`config.mk`:
```
export PLATFORM = sky130hd
export DESIGN_NAME = rtc_pirq_ctrl
export DESIGN_NICKNAME = d
export VERILOG_FILES = /design/src/rtl/rtc_pirq_pkg.sv /design/src/rtl/rtc_rate_decode.sv /design/src/rtl/rtc_period_timer.sv /design/src/rtl/rtc_status_flags.sv /design/src/rtl/rtc_pirq_ctrl.sv
export SDC_FILE = /design/constraint.sdc
export NUM_CORES = 1
export LEC_CHECK = 0
export BUFFER_PORTS_ARGS = -buffer_cell sky130_fd_sc_hd__buf_4
export CORE_MARGIN = 8
export CORE_UTILIZATION = 65
export CTS_CLUSTER_SIZE = 8
export DETAILED_ROUTE_END_ITERATION = 10
export HOLD_SLACK_MARGIN = 0.03
export MAX_ROUTING_LAYER = met4
export PLACE_DENSITY_LB_ADDON = 0.12
export SYNTH_ARGS = -nofsm -noshare
export SYNTH_HDL_FRONTEND = slang
export SYNTH_SLANG_ARGS = --single-unit
```
`constraint.sdc`:
```
create_clock -name clk -period 5.65 [get_ports clk]
set_clock_uncertainty 0.05 [all_clocks]
set_input_delay 0.565 -clock clk [delete_from_list [all_inputs] [get_ports clk]]
set_output_delay 0.565 -clock clk [all_outputs]
set_load 0.005 [all_outputs]
```
`src/rtl/rtc_pirq_pkg.sv`:
```
`timescale 1ns/1ps
// Shared definitions for the periodic interrupt controller.
// Assumes a 2-bit location select and byte-wide data.
package rtc_pirq_pkg;

    typedef enum logic [1:0] {
        LOC_RATE   = 2'd0,
        LOC_CTRL   = 2'd1,
        LOC_STATUS = 2'd2,
        LOC_VALID  = 2'd3
    } loc_e;

    localparam int EN_BIT    = 6;  // control: periodic enable
    localparam int ANY_BIT   = 7;  // status: summary flag
    localparam int PER_BIT   = 6;  // status: periodic flag
    localparam int ALM_BIT   = 5;  // status: alarm flag
    localparam int UPD_BIT   = 4;  // status: update flag
    localparam int VALID_BIT = 7;  // validity register

    localparam logic [2:0] TB_FAST_A = 3'b000;
    localparam logic [2:0] TB_FAST_B = 3'b001;
    localparam logic [2:0] TB_SLOW   = 3'b010;

    // Log2 of the interrupt frequency for a rate code and time base.
    function automatic logic [4:0] freq_log2(input logic [3:0] code, input logic slow);
        if (slow && (code < 4'd3))
            return 5'd9 - {1'b0, code};
        return 5'd16 - {1'b0, code};
    endfunction

endpackage

```
`src/rtl/rtc_rate_decode.sv`:
```
`timescale 1ns/1ps
// Turns a rate code and time-base choice into a period in clock cycles.
// Assumes CLK_HZ >= 65536 so every non-zero code gives a period >= 2.
// Code 0 yields a zero period, which the timer treats as disabled.
module rtc_rate_decode #(
    parameter int CLK_HZ = 1048576,
    parameter int CNT_W  = 20
) (
    input  logic [3:0]       code,
    input  logic             slow,
    output logic [CNT_W-1:0] period
);
    import rtc_pirq_pkg::*;

    logic [4:0] shamt;

    // Select the frequency exponent, then shift the clock rate down.
    always_comb begin
        shamt  = freq_log2(code, slow);
        period = '0;
        if (code != 4'd0)
            period = CNT_W'(CLK_HZ >> shamt);
    end
endmodule

```
`src/rtl/rtc_period_timer.sv`:
```
`timescale 1ns/1ps
// Countdown that fires once per period while running.
// Assumes period >= 2 whenever run is high and period is non-zero.
// A reload takes precedence over counting and suppresses a firing.
module rtc_period_timer #(
    parameter int CNT_W = 20
) (
    input  logic             clk,
    input  logic             rst_n,
    input  logic             run,
    input  logic             reload,
    input  logic [CNT_W-1:0] reload_val,
    input  logic [CNT_W-1:0] period,
    output logic             fire
);
    logic [CNT_W-1:0] cnt_q;
    logic             active;

    // Decide whether the count advances and whether it expires now.
    always_comb begin
        active = run && (period != '0) && !reload;
        fire   = active && (cnt_q <= CNT_W'(1));
    end

    // Load, reload on expiry to keep phase, or count down.
    always_ff @(posedge clk) begin
        if (!rst_n)
            cnt_q <= '0;
        else if (reload)
            cnt_q <= reload_val;
        else if (fire)
            cnt_q <= period;
        else if (active)
            cnt_q <= cnt_q - CNT_W'(1);
    end
endmodule

```
`src/rtl/rtc_status_flags.sv`:
```
`timescale 1ns/1ps
// Status byte with read-to-clear flags and the interrupt line.
// Assumes events are single-cycle pulses. An event in the cycle of a
// clearing read is kept.
module rtc_status_flags (
    input  logic       clk,
    input  logic       rst_n,
    input  logic       upd_evt,
    input  logic       alm_evt,
    input  logic       per_evt,
    input  logic       rd_clr,
    input  logic       irq_drop,
    output logic [7:0] status,
    output logic       irq
);
    import rtc_pirq_pkg::*;

    logic [2:0] flags_q;   // {per, alm, upd}
    logic       any_q;
    logic [2:0] flags_d;

    // Next flag set: clear on read, then merge new events.
    always_comb begin
        flags_d = (rd_clr ? 3'b000 : flags_q) | {per_evt, alm_evt, upd_evt};
    end

    // Hold the flags and the summary bit.
    always_ff @(posedge clk) begin
        if (!rst_n) begin
            flags_q <= '0;
            any_q   <= 1'b0;
        end else begin
            flags_q <= flags_d;
            any_q   <= |flags_d;
        end
    end

    // Interrupt line: set by a periodic firing, dropped by read or disable.
    always_ff @(posedge clk) begin
        if (!rst_n)
            irq <= 1'b0;
        else if (per_evt)
            irq <= 1'b1;
        else if (rd_clr || irq_drop)
            irq <= 1'b0;
    end

    // Assemble the status byte.
    always_comb begin
        status          = 8'h00;
        status[ANY_BIT] = any_q;
        status[PER_BIT] = flags_q[2];
        status[ALM_BIT] = flags_q[1];
        status[UPD_BIT] = flags_q[0];
    end
endmodule

```
`src/rtl/rtc_pirq_ctrl.sv`:
```
`timescale 1ns/1ps
// Periodic interrupt controller: register port, rate decode, timer and status.
// Assumes one-cycle access strobes. Read data is combinational for the
// cycle of the strobe.
module rtc_pirq_ctrl #(
    parameter int CLK_HZ = 1048576
) (
    input  logic       clk,
    input  logic       rst_n,
    input  logic       bus_sel,
    input  logic       bus_wr,
    input  logic [1:0] bus_addr,
    input  logic [7:0] bus_wdata,
    output logic [7:0] bus_rdata,
    input  logic       upd_pulse,
    input  logic       alm_pulse,
    output logic       irq
);
    import rtc_pirq_pkg::*;

    localparam int CNT_W = $clog2(CLK_HZ / 2 + 1);

    logic [3:0]       rate_q;
    logic [2:0]       tb_q;
    logic             slow_q;
    logic [7:0]       ctrl_q;
    logic             wr_rate, wr_ctrl, rd_stat;
    logic             slow_d, en_flip;
    logic [CNT_W-1:0] period_cur, period_new, reload_val;
    logic             reload, prd_fire;
    logic [7:0]       stat_c;

    // Decode the access strobes.
    always_comb begin
        wr_rate = bus_sel && bus_wr && (bus_addr == LOC_RATE);
        wr_ctrl = bus_sel && bus_wr && (bus_addr == LOC_CTRL);
        rd_stat = bus_sel && !bus_wr && (bus_addr == LOC_STATUS);
    end

    // Time base chosen by the written field; unknown codes keep the old one.
    always_comb begin
        slow_d = slow_q;
        if (bus_wdata[6:4] == TB_SLOW)
            slow_d = 1'b1;
        else if ((bus_wdata[6:4] == TB_FAST_A) || (bus_wdata[6:4] == TB_FAST_B))
            slow_d = 1'b0;
    end

    // Rate/time-base register and derived time-base flag.
    always_ff @(posedge clk) begin
        if (!rst_n) begin
            rate_q <= '0;
            tb_q   <= '0;
            slow_q <= 1'b0;
        end else if (wr_rate) begin
            rate_q <= bus_wdata[3:0];
            tb_q   <= bus_wdata[6:4];
            slow_q <= slow_d;
        end
    end

    // Control register, whole byte.
    always_ff @(posedge clk) begin
        if (!rst_n)
            ctrl_q <= '0;
        else if (wr_ctrl)
            ctrl_q <= bus_wdata;
    end

    // Period for the stored setting and for the setting being written.
    rtc_rate_decode #(.CLK_HZ(CLK_HZ), .CNT_W(CNT_W)) u_dec_cur (
        .code   (rate_q),
        .slow   (slow_q),
        .period (period_cur)
    );

    rtc_rate_decode #(.CLK_HZ(CLK_HZ), .CNT_W(CNT_W)) u_dec_new (
        .code   (bus_wdata[3:0]),
        .slow   (slow_d),
        .period (period_new)
    );

    // Restart the countdown on a rate write or an enable change.
    always_comb begin
        en_flip    = wr_ctrl && (bus_wdata[EN_BIT] != ctrl_q[EN_BIT]);
        reload     = wr_rate || en_flip;
        reload_val = wr_rate ? period_new : period_cur;
    end

    rtc_period_timer #(.CNT_W(CNT_W)) u_timer (
        .clk        (clk),
        .rst_n      (rst_n),
        .run        (ctrl_q[EN_BIT]),
        .reload     (reload),
        .reload_val (reload_val),
        .period     (period_cur),
        .fire       (prd_fire)
    );

    rtc_status_flags u_stat (
        .clk      (clk),
        .rst_n    (rst_n),
        .upd_evt  (upd_pulse),
        .alm_evt  (alm_pulse),
        .per_evt  (prd_fire),
        .rd_clr   (rd_stat),
        .irq_drop (wr_ctrl && !bus_wdata[EN_BIT]),
        .status   (stat_c),
        .irq      (irq)
    );

    // Read mux, zero outside a read cycle.
    always_comb begin
        bus_rdata = 8'h00;
        if (bus_sel && !bus_wr) begin
            case (bus_addr)
                LOC_RATE:   bus_rdata = {1'b0, tb_q, rate_q};
                LOC_CTRL:   bus_rdata = ctrl_q;
                LOC_STATUS: bus_rdata = stat_c;
                default:    bus_rdata = 8'h80;
            endcase
        end
    end
endmodule

```
==> impl_metrics.ini <==
[critical_path]
crit_path_start = rate_q[0]$_SDFFE_PN0P_
r2r-start = rate_q[0]$_SDFFE_PN0P_
worst-setup-path-type = flip-flop to flip-flop
start_kind = flip-flop
endpoint = u_timer.cnt_q[2]$_SDFFE_PN0P_
required_ns = 5.81
crit_fanout = 17
worstSetupEndpointType = flip-flop
rr_worst_depth = 7
r2r_end = u_timer.cnt_q[2]$_SDFFE_PN0P_
r2r_slack_ns = 2.64
critical_path_arrival_ns = 3.17

[timing]
tightestPinTransition_ns = 1.00
setup_violations = 0
holdWs_ns = 0.405
period_needed_ns = 3.01
rsz0062_at_grt = false
finalCritPeriodShare_pct = 53.3
finalSetupTns_ns = 0
hold_viol = 0
slew_violations = 0
max_slew_margin_pct = 33.0
fmax_mhz = 332

[floorplan]
ioPinCount = 25
fp.dieW_um = 84.0
rows = 24
initial_core_util_pct = 68.0
dieArea_um2 = 7050
die_h_um = 84.0
coreArea_um2 = 4410

[cells_and_area]
fin_nets = 451
final_util_pct = 74.4
diodes = 0
fin_area_um2 = 3280
drive_above_1_share_pct = 9.81
area_delta_synth_final_pct = 9.38

[routing]
routedWlPerCell_um = 17.4
ant_nets = 0
drt-initial-drc-count = 294
drt-total-wl_mm = 8.36
dr.pass1.iters = 5
viasPerCell = 6.44
vias = 3091
drc = 0

[synthesis]
yosys-top-cells-area = dfxtp_1 27%, nand2_1 7.8%, a21oi_1 7.7%
synth_edf_count = 0
synthesis.nets = 439
yosysUniqueCellTypes = 61
synthTopCellsByCount = 62 x nand2_1, 47 x nor2_1, 46 x a21oi_1
synthArstFlopShare_pct = 0
syn_inst = 415
ys_seq_area_share_pct = 27.3
yosysWarningCount = 0
synth_seq_cells = 41
yosysMostFrequentCell = nand2_1
yosysTopAreaCell = dfxtp_1
synth_area_per_cell_um2 = 7.23
synthesis.area_um2 = 3000
ys.flop_type = dfxtp_1
synth_top_area_share_pct = 27.3

[hold_path]
holdCritPathClass = flip-flop to flip-flop

[clocking]
cts_tree = yes
htree_num_levels = 2
clk_latency_ns = 0.30
ctsResizeCount = 0
cts-root-buf = clkbuf_8
path_clk_slew_ns = 0.08
numCtsBuffers = 5
cts_sinks = 41
holdBufCountCts = 0
cts_buffer_depth = 2
cts_setup_buffers = 0

[run_status]
status = finished clean

[power_and_ir_drop]
p_per_area_nw_per_um2 = 198
max-vdd-ir-drop_uv = 154
p_leak_nw = 1.26
p_total_w = 0.000650

[global_routing]
grt_pass1_wl_mm = 14.0
grt_max_degree = 33
grt_pass1_vias = 2955
grt-ovfl-total = 0
grt_usage_pct = 23.8
antenna_found_initial = 0

[job]
max_cap_violations = 0

[placed_design]
portBuffers = 24
place_congestion = 0.959
place_area_um2 = 3160
dpl.hpwl_mm = 6.23
==> registers in the layout (all words and copies together), names as in the netlist <==
name,cells
u_stat.irq,1
u_stat.any_q,1
tb_q,3
slow_q,1
u_timer.cnt_q,20
ctrl_q,8
u_stat.flags_q,3
rate_q,4
==> power by group <==
group          switching (W)  internal (W)  leakage [nW]
Combinational      0.0000637     0.0000350         0.875
Sequential        0.00000477      0.000294         0.332
Clock               0.000110      0.000144        0.0574
Total               0.000178      0.000472          1.26
==> logic make-up (layout without fill, tap and decap cells) <==
family                     Yosys count  after routing  synth area share (%)
and+or+nand+nor                    188            188                  31.1
AOI/OAI and AO/OA                  122            122                  26.4
DFF                                 41             41                  27.3
buffers and inverters               34             47                  4.67
muxes                               12             12                  4.21
xor gates and xnor gates            10             10                  2.92
adders and majority gates            8              8                  3.33
==> metrics by stage <==
| step | worst slack, ns | cells |
|---|---|---|
| 3_3_place_gp | 2.77 | 472 |
| 3_5_place_dp | 2.67 | 472 |
| 2_1_floorplan | 3.13 | 415 |
| 5_1_grt | 2.42 | 480 |
| 6_report | 2.64 | 480 |
| 4_1_cts | 2.66 | 480 |
==> area by class of cell <==
class                   instances  area (um2)
multi-input cells             340        2040
fillers                       390        1130
flip-flops and latches         41         821
repair buffers                 24         180
clock buffers                   6        82.6
well taps                      52        65.1
inverters                      15        56.3
clock inverters                 2        37.5
==> layout by cell type (no fill, tap or decap), types with 4 or more instances in the layout <==
master	n
o22ai_1	6
nor3b_1	6
o21ai_0	21
and2_1	4
buf_4	24
nor3_1	16
nor2_1	47
or3_1	6
a21oi_1	46
mux2i_1	10
o211ai_1	7
nand2b_1	5
xnor2_1	4
nand2_1	62
xor2_1	6
o21a_1	6
inv_1	15
ha_1	8
nor2b_1	6
dfxtp_1	41
clkbuf_8	6
nand3_1	13
==> routing by layer <==
metal,share of wire [%],global-route usage [%]
met3,6.5,4.98
met1,44,28.7
met2,48,38.6
met5,0,-
met4,1.6,7.38
==> worst min path at each step <==
stage,from,end,slack [ns],depth (start not counted)
after global placement,tb_q[2]$_SDFFE_PN0P_,tb_q[2]$_SDFFE_PN0P_,0.39,2
after floorplan,tb_q[0]$_SDFFE_PN0P_,tb_q[0]$_SDFFE_PN0P_,0.39,2
after detailed placement,tb_q[0]$_SDFFE_PN0P_,tb_q[0]$_SDFFE_PN0P_,0.40,2
after global routing,tb_q[2]$_SDFFE_PN0P_,tb_q[2]$_SDFFE_PN0P_,0.44,2
after CTS,tb_q[0]$_SDFFE_PN0P_,tb_q[0]$_SDFFE_PN0P_,0.41,2
final,ctrl_q[7]$_SDFFE_PN0P_,ctrl_q[7]$_SDFFE_PN0P_,0.41,2
==> worst max-delay path: stages (launching register included) <==
cell and delay [ns]:
dfxtp_1 0.41, ha_1 0.29, or4b_4 0.54, mux2_4 0.36, a41oi_4 0.53, nand3_4 0.19, or3b_1 0.42, a21oi_1 0.15
Power figures use the tool's default switching activity.
